File: config.mk
export PLATFORM = sky130hd
export DESIGN_NAME = dir_home_ctrl
export DESIGN_NICKNAME = d
export VERILOG_FILES = /design/src/rtl/dir_pkg.sv /design/src/rtl/dir_store.sv /design/src/rtl/dir_decide.sv /design/src/rtl/dir_out.sv /design/src/rtl/dir_home_ctrl.sv
export SDC_FILE = /design/constraint.sdc
export NUM_CORES = 1
export LEC_CHECK = 0
export CAP_MARGIN = 0
export CORE_AREA = 8 8 175 177
export DETAILED_ROUTE_END_ITERATION = 8
export DIE_AREA = 0 0 183 185
export PLACE_DENSITY = 0.74
export SLEW_MARGIN = 15
export SYNTH_ARGS = -nofsm -noshare
export SYNTH_HDL_FRONTEND = slang
export SYNTH_HIERARCHICAL = 1
export SYNTH_SLANG_ARGS = --single-unit
export TNS_END_PERCENT = 100
File: constraint.sdc
create_clock -name clk -period 5 [get_ports clk]
set_clock_uncertainty 0.2 [all_clocks]
set_input_delay 1 -clock clk [delete_from_list [all_inputs] [get_ports clk]]
set_output_delay 1 -clock clk [all_outputs]
set_load 0.01 [all_outputs]
File: src/rtl/dir_pkg.sv
package dir_pkg;
  localparam int NODES  = 4;
  localparam int BLOCKS = 16;
  localparam int DW     = 8;
  localparam int NID_W  = $clog2(NODES);
  localparam int BLK_W  = $clog2(BLOCKS);

  typedef enum logic [2:0] {
    REQ_READ  = 3'd0,
    REQ_WRITE = 3'd1,
    REQ_WBACK = 3'd2,
    REQ_OWNDT = 3'd3,
    REQ_REVISE = 3'd4
  } req_kind_e;

  typedef enum logic [2:0] {
    RSP_DATA  = 3'd0,
    RSP_OWNER = 3'd1,
    RSP_DVEC  = 3'd2,
    RSP_NACK  = 3'd3,
    RSP_WBACK = 3'd4
  } rsp_kind_e;

  typedef struct packed {
    logic [NODES-1:0] pres;
    logic             dirty;
    logic             busy;
    logic             pend_wr;   // pending transaction is a write
    logic [NID_W-1:0] pend_src;  // node whose completion is awaited
    logic [NID_W-1:0] pend_req;  // node that started the transaction
  } dir_entry_t;

  typedef struct packed {
    logic             valid;
    rsp_kind_e        kind;
    logic [NID_W-1:0] dst;
    logic [DW-1:0]    data;
    logic [NODES-1:0] vec;
    logic [NID_W-1:0] node;
  } rsp_pkt_t;

  typedef struct packed {
    logic             valid;
    logic [NID_W-1:0] dst;
    logic [NID_W-1:0] req;
  } iv_pkt_t;

  function automatic logic [NODES-1:0] node_bit(input logic [NID_W-1:0] id);
    logic [NODES-1:0] b;
    b = '0;
    b[id] = 1'b1;
    return b;
  endfunction

  function automatic logic [NID_W-1:0] owner_of(input logic [NODES-1:0] pres);
    logic [NID_W-1:0] o;
    o = '0;
    for (int i = NODES - 1; i >= 0; i--) begin
      if (pres[i]) o = NID_W'(i);
    end
    return o;
  endfunction

  function automatic logic [NODES-1:0] other_sharers(input logic [NODES-1:0] pres,
                                                     input logic [NID_W-1:0] id);
    return pres & ~node_bit(id);
  endfunction

  function automatic logic [DW-1:0] init_word(input int blk);
    return DW'(blk);
  endfunction
endpackage

File: src/rtl/dir_store.sv
module dir_store
  import dir_pkg::*;
(
  input  logic             clk,
  input  logic             rst_n,
  input  logic [BLK_W-1:0] idx,
  input  logic             ent_we,
  input  dir_entry_t       ent_wd,
  input  logic             mem_we,
  input  logic [DW-1:0]    mem_wd,
  output dir_entry_t       ent_rd,
  output logic [DW-1:0]    mem_rd
);
  dir_entry_t    ent_q [BLOCKS];
  logic [DW-1:0] mem_q [BLOCKS];

  always_ff @(posedge clk) begin
    if (!rst_n) begin
      for (int b = 0; b < BLOCKS; b++) begin
        ent_q[b] <= '0;
        mem_q[b] <= init_word(b);
      end
    end else begin
      if (ent_we) ent_q[idx] <= ent_wd;
      if (mem_we) mem_q[idx] <= mem_wd;
    end
  end

  assign ent_rd = ent_q[idx];
  assign mem_rd = mem_q[idx];


  dirty_single_owner_chk: assert property (@(posedge clk) disable iff (!rst_n)
    ent_rd.dirty |-> ($countones(ent_rd.pres) == 1));
endmodule

File: src/rtl/dir_decide.sv
module dir_decide
  import dir_pkg::*;
(
  input  logic             req_valid,
  input  logic [2:0]       req_type,
  input  logic [NID_W-1:0] req_src,
  input  logic [DW-1:0]    req_data,
  input  dir_entry_t       cur,
  input  logic [DW-1:0]    cur_word,
  output logic             ent_we,
  output dir_entry_t       nxt,
  output logic             mem_we,
  output logic [DW-1:0]    mem_wd,
  output rsp_pkt_t         rsp,
  output iv_pkt_t          iv,
  output logic             nack_evt,
  output logic             done_evt
);
  logic is_req;
  logic done_ok;

  assign is_req = req_valid && (req_type == REQ_READ || req_type == REQ_WRITE ||
                                req_type == REQ_WBACK);
  assign nack_evt = is_req && cur.busy;

  always_comb begin
    done_ok = 1'b0;
    if (req_valid && cur.busy && req_src == cur.pend_src) begin
      if (req_type == REQ_OWNDT && !cur.pend_wr) done_ok = 1'b1;
      if (req_type == REQ_REVISE && cur.pend_wr) done_ok = 1'b1;
    end
  end
  assign done_evt = done_ok;

  always_comb begin
    ent_we = 1'b0;
    nxt    = cur;
    mem_we = 1'b0;
    mem_wd = req_data;
    rsp    = '0;
    rsp.dst = req_src;
    iv     = '0;
    if (nack_evt) begin
      rsp.valid = 1'b1;
      rsp.kind  = RSP_NACK;
    end else if (is_req) begin
      ent_we = 1'b1;
      unique case (req_type)
        REQ_READ: begin
          rsp.valid = 1'b1;
          if (!cur.dirty) begin
            rsp.kind = RSP_DATA;
            rsp.data = cur_word;
            nxt.pres = cur.pres | node_bit(req_src);
          end else begin
            rsp.kind     = RSP_OWNER;
            rsp.node     = owner_of(cur.pres);
            nxt.busy     = 1'b1;
            nxt.pend_wr  = 1'b0;
            nxt.pend_src = owner_of(cur.pres);
            nxt.pend_req = req_src;
          end
        end
        REQ_WRITE: begin
          nxt.pres  = node_bit(req_src);
          nxt.dirty = 1'b1;
          if (!cur.dirty) begin
            rsp.valid = 1'b1;
            rsp.kind  = RSP_DVEC;
            rsp.data  = cur_word;
            rsp.vec   = other_sharers(cur.pres, req_src);
          end else begin
            iv.valid     = 1'b1;
            iv.dst       = owner_of(cur.pres);
            iv.req       = req_src;
            nxt.busy     = 1'b1;
            nxt.pend_wr  = 1'b1;
            nxt.pend_src = owner_of(cur.pres);
            nxt.pend_req = req_src;
          end
        end
        default: begin
          rsp.valid = 1'b1;
          rsp.kind  = RSP_WBACK;
          mem_we    = 1'b1;
          nxt.pres  = '0;
          nxt.dirty = 1'b0;
        end
      endcase
    end else if (done_ok) begin
      ent_we   = 1'b1;
      nxt.busy = 1'b0;
      if (!cur.pend_wr) begin
        mem_we    = 1'b1;
        nxt.dirty = 1'b0;
        nxt.pres  = cur.pres | node_bit(cur.pend_req);
      end
    end
  end


  busy_no_write_chk: assert final (!(nack_evt && (ent_we || mem_we)));
endmodule

File: src/rtl/dir_out.sv
module dir_out
  import dir_pkg::*;
(
  input  logic             clk,
  input  logic             rst_n,
  input  logic             req_valid,
  input  logic [BLK_W-1:0] req_block,
  input  rsp_pkt_t         rsp_d,
  input  iv_pkt_t          iv_d,
  output rsp_pkt_t         rsp_q,
  output iv_pkt_t          iv_q,
  output logic [BLK_W-1:0] blk_q
);
  always_ff @(posedge clk) begin
    if (!rst_n) begin
      rsp_q <= '0;
      iv_q  <= '0;
      blk_q <= '0;
    end else begin
      rsp_q <= rsp_d;
      iv_q  <= iv_d;
      blk_q <= req_block;
    end
  end


  reply_follows_req_chk: assert property (@(posedge clk) disable iff (!rst_n)
    (rsp_q.valid || iv_q.valid) |-> $past(req_valid));


  reply_not_with_iv_chk: assert property (@(posedge clk) disable iff (!rst_n)
    !(rsp_q.valid && iv_q.valid));
endmodule

File: src/rtl/dir_home_ctrl.sv
module dir_home_ctrl
  import dir_pkg::*;
(
  input  logic             clk,
  input  logic             rst_n,
  input  logic             req_valid,
  input  logic [2:0]       req_type,
  input  logic [NID_W-1:0] req_src,
  input  logic [BLK_W-1:0] req_block,
  input  logic [DW-1:0]    req_data,
  output logic             rsp_valid,
  output logic [2:0]       rsp_type,
  output logic [NID_W-1:0] rsp_dst,
  output logic [BLK_W-1:0] rsp_block,
  output logic [DW-1:0]    rsp_data,
  output logic [NODES-1:0] rsp_vec,
  output logic [NID_W-1:0] rsp_node,
  output logic             iv_valid,
  output logic [NID_W-1:0] iv_dst,
  output logic [BLK_W-1:0] iv_block,
  output logic [NID_W-1:0] iv_req
);
  dir_entry_t    cur_ent, nxt_ent;
  logic [DW-1:0] cur_word, mem_wd;
  logic          ent_we, mem_we;
  rsp_pkt_t      rsp_d, rsp_q;
  iv_pkt_t       iv_d, iv_q;
  logic [BLK_W-1:0] blk_q;
  logic          nack_evt, done_evt;

  dir_store u_store (
    .clk    (clk),
    .rst_n  (rst_n),
    .idx    (req_block),
    .ent_we (ent_we),
    .ent_wd (nxt_ent),
    .mem_we (mem_we),
    .mem_wd (mem_wd),
    .ent_rd (cur_ent),
    .mem_rd (cur_word)
  );

  dir_decide u_decide (
    .req_valid (req_valid),
    .req_type  (req_type),
    .req_src   (req_src),
    .req_data  (req_data),
    .cur       (cur_ent),
    .cur_word  (cur_word),
    .ent_we    (ent_we),
    .nxt       (nxt_ent),
    .mem_we    (mem_we),
    .mem_wd    (mem_wd),
    .rsp       (rsp_d),
    .iv        (iv_d),
    .nack_evt  (nack_evt),
    .done_evt  (done_evt)
  );

  dir_out u_out (
    .clk       (clk),
    .rst_n     (rst_n),
    .req_valid (req_valid),
    .req_block (req_block),
    .rsp_d     (rsp_d),
    .iv_d      (iv_d),
    .rsp_q     (rsp_q),
    .iv_q      (iv_q),
    .blk_q     (blk_q)
  );

  assign rsp_valid = rsp_q.valid;
  assign rsp_type  = rsp_q.kind;
  assign rsp_dst   = rsp_q.dst;
  assign rsp_block = blk_q;
  assign rsp_data  = rsp_q.data;
  assign rsp_vec   = rsp_q.vec;
  assign rsp_node  = rsp_q.node;
  assign iv_valid  = iv_q.valid;
  assign iv_dst    = iv_q.dst;
  assign iv_block  = blk_q;
  assign iv_req    = iv_q.req;


  nack_only_when_busy_chk: assert property (@(posedge clk) disable iff (!rst_n)
    (rsp_valid && rsp_type == RSP_NACK) |-> $past(cur_ent.busy));


  owner_reply_needs_dirty_chk: assert property (@(posedge clk) disable iff (!rst_n)
    (rsp_valid && rsp_type == RSP_OWNER) |-> $past(cur_ent.dirty));


  iv_needs_dirty_write_chk: assert property (@(posedge clk) disable iff (!rst_n)
    iv_valid |-> $past(cur_ent.dirty && req_type == REQ_WRITE));


  done_only_when_busy_chk: assert property (@(posedge clk) disable iff (!rst_n)
    done_evt |=> !cur_ent.busy || $past(req_block) != req_block);
endmodule

==> results.txt <==
STA puts the critical path data arrival time at 4690 ps. The setup violation total in the final timing report came out at 0. Headroom to the max-slew limit came out at about 30%. At the later pin of the worst-skew pair, clock insertion delay measures between 500 and 600 ps.

The launching instance or port of the critical path is req_block[2]. Leaving out fill and tap cells, the most frequent cell in the layout is sky130_fd_sc_hd__edfxtp_1. For this run, the top clock speed supported by timing is 221 MHz. Setup repair after global routing left no endpoint under its margin.

The deepest level of the CTS H-tree is 2. The number of global-route vias before repair came out at 8954. For the final routed database, the setup TNS stands at 0 ps. The horizontal die dimension came out at approximately 180 µm. The post-cts hold buffer count came out at 0. The wire length per cell after detailed routing is 21.5 µm. The share of layout cells above drive strength 1 came out at 20.3%. The buffer depth of the longest clock path is 3. The root buffer cell is sky130_fd_sc_hd__clkbuf_16. In this run the standard cell core region covers around 0.028 mm². The boundary pin count is 53.

The worst register-to-register path begins at u_store/ent_q[15][3]. The final wirelength is around 33 mm. The number of DRC markers in iteration 0 came out at between 900 and 1k.

The transition at the pin with the smallest max-transition slack is around 1100 ps. The number of max-cap violations came out at 0. The number of max-slew violations in the final report is 0. The post-synthesis instance area came out at 0.0154 mm². In the layout the commonest cells are sky130_fd_sc_hd__edfxtp_1, sky130_fd_sc_hd__and2_1, sky130_fd_sc_hd__buf_4.

The initial cell density of the core is 54.7%. The area growth from synthesis to layout is 14.4%. Detailed routing inserted a total of between 9k and 10k vias.

In this run the post-CTS setup repair buffer count came out at 0. The number of warnings issued by yosys is 6. The flow ran to the end, and the final reports show no timing, DRC or antenna violations.

The first-pass iteration count of the detailed router came out at 5. The number of clock sinks seen by CTS is 333. TritonCTS built the clock tree.

The worst-case IR drop observed on VDD is between 200 and 250 µV. At the end of the flow, the number of nets in the layout was roughly 1.2k. The leakage power came out at 6.32 nW. The cell area power density is between 300 and 400 mW/mm². The die outline height is roughly 190 µm. The clock period minus final worst setup slack is about 4500 ps. The worst setup path is captured at a flop. In this run the tool buffered the top-level ports with 52 buffer cells. The path class of the lowest-slack min-delay path is reg2reg.

The global-route congestion overflow total came out at 0. The number of buffers created by CTS came out at 35. The required time at the endpoint of the critical path is around 5200 ps.

The count of standard-cell rows is slightly above 60. In this run the worst path has a maximum fanout of 12. The remaining antenna violation count is 0. The total DRC errors in the routed layout came out at 0. The fraction of the core area covered by cells at the end of the flow came out at around 63%.

The HPWL after detailed placement came out at approximately 23 mm. The origin of the worst min-delay path is u_store/mem_q[4][3]. The number of antenna violations at the first check in global routing came out at 0. The synthesized net count came out at between 1k and 1.5k. The first global-routing pass estimated roughly 52 mm of wire. The routability congestion estimate from global placement came out at roughly 0.89.

Counting every instance in the synthesized netlist gives about 1.1k. The critical path is of the in2reg type. The clock transition at the registers of the reported paths came out at 60 ps.

Entering global routing, the biggest net connects 44 pins. The detailed-route vias per instance came out at about 5.8. The filler cell count came out at 2040. The final hold violation count came out at 0. The number of gates given a new drive strength after cts is 0.

The die covers roughly 0.034 mm². The overall track demand over capacity in global routing came out at 19.9%. The number of diodes is 0. Dividing the final minimum period by the clock period gives between 90% and 100%. STA classifies the critical path startpoint as a primary input.

The average cell area after synthesis is between 10 and 15 µm².
critical path, stage by stage:
cell and delay [ps]:
sky130_fd_sc_hd__clkdlybuf4s50_1 490, sky130_fd_sc_hd__nor2b_1 780, sky130_fd_sc_hd__a22oi_1 170, sky130_fd_sc_hd__nand2_1 160, sky130_fd_sc_hd__xnor2_1 180, sky130_fd_sc_hd__nand4_1 270, sky130_fd_sc_hd__nor2_1 160, sky130_fd_sc_hd__a21o_1 160
sky130_fd_sc_hd__nand4b_1 360, sky130_fd_sc_hd__nor2_1 730, sky130_fd_sc_hd__and2_1 230
metal layers:
layer / vias to the layer above / wire [µm] / track usage, %
met2: 379 / 15800 / 32.5
met1: 4504 / 13700 / 26.6
met3: 71 / 2870 / 3.32
met5: - / 0 / 0
li1: 4059 / - / -
met4: 0 / 1100 / 7.77
sequential cells by signal (all words and copies together) (netlist names):
register / cells
u_store/mem_q: 128
u_store/ent_q: 176
u_out/rsp_q: 20
u_out/iv_q: 5
u_out/blk_q: 4
per-stage QoR:
step | cell area (µm²) | hold WS (ps) | power, mW | cells | worst slack [ps]
2_1_floorplan | 15400 | 633 | 3.49 | 1072 | 333
3_3_place_gp | 16500 | 714 | 3.69 | 1494 | 151
3_5_place_dp | 16500 | 725 | 3.70 | 1494 | 95.4
4_1_cts | 17600 | 737 | 6.11 | 1556 | 602
5_1_grt | 17600 | 783 | 6.24 | 1556 | 196
6_report | 17600 | 734 | 6.07 | 1556 | 475
final timing paths:
kind                            depth (start not counted)                   end  slack (ps)
worst min-delay path                                    5        u_out/rsp_q[9]         730
worst max register to register                         10  u_store/ent_q[11][5]        1210
worst min register to register                          5        u_out/rsp_q[9]         730
worst max-delay path                                   11  u_store/ent_q[11][5]         470
power breakdown:
group	switching (mW)	leakage, nW	internal (mW)
clock network	1.01	0.527	1.41
registers	0.0246	3.26	3.11
logic	0.312	2.54	0.194
cell type report:
type                    instances  area, µm²  share of cell area (%)
well taps                     384        480                    2.73
flip-flops and latches        333       9710                    55.2
clock buffers                  46        960                    5.46
multi-input cells             633       5130                    29.2
repair buffers                140       1180                    6.73
inverters                       4       15.0                  0.0854
clock inverters                16        109                   0.619
No activity file was read; power rests on OpenSTA's default activity.
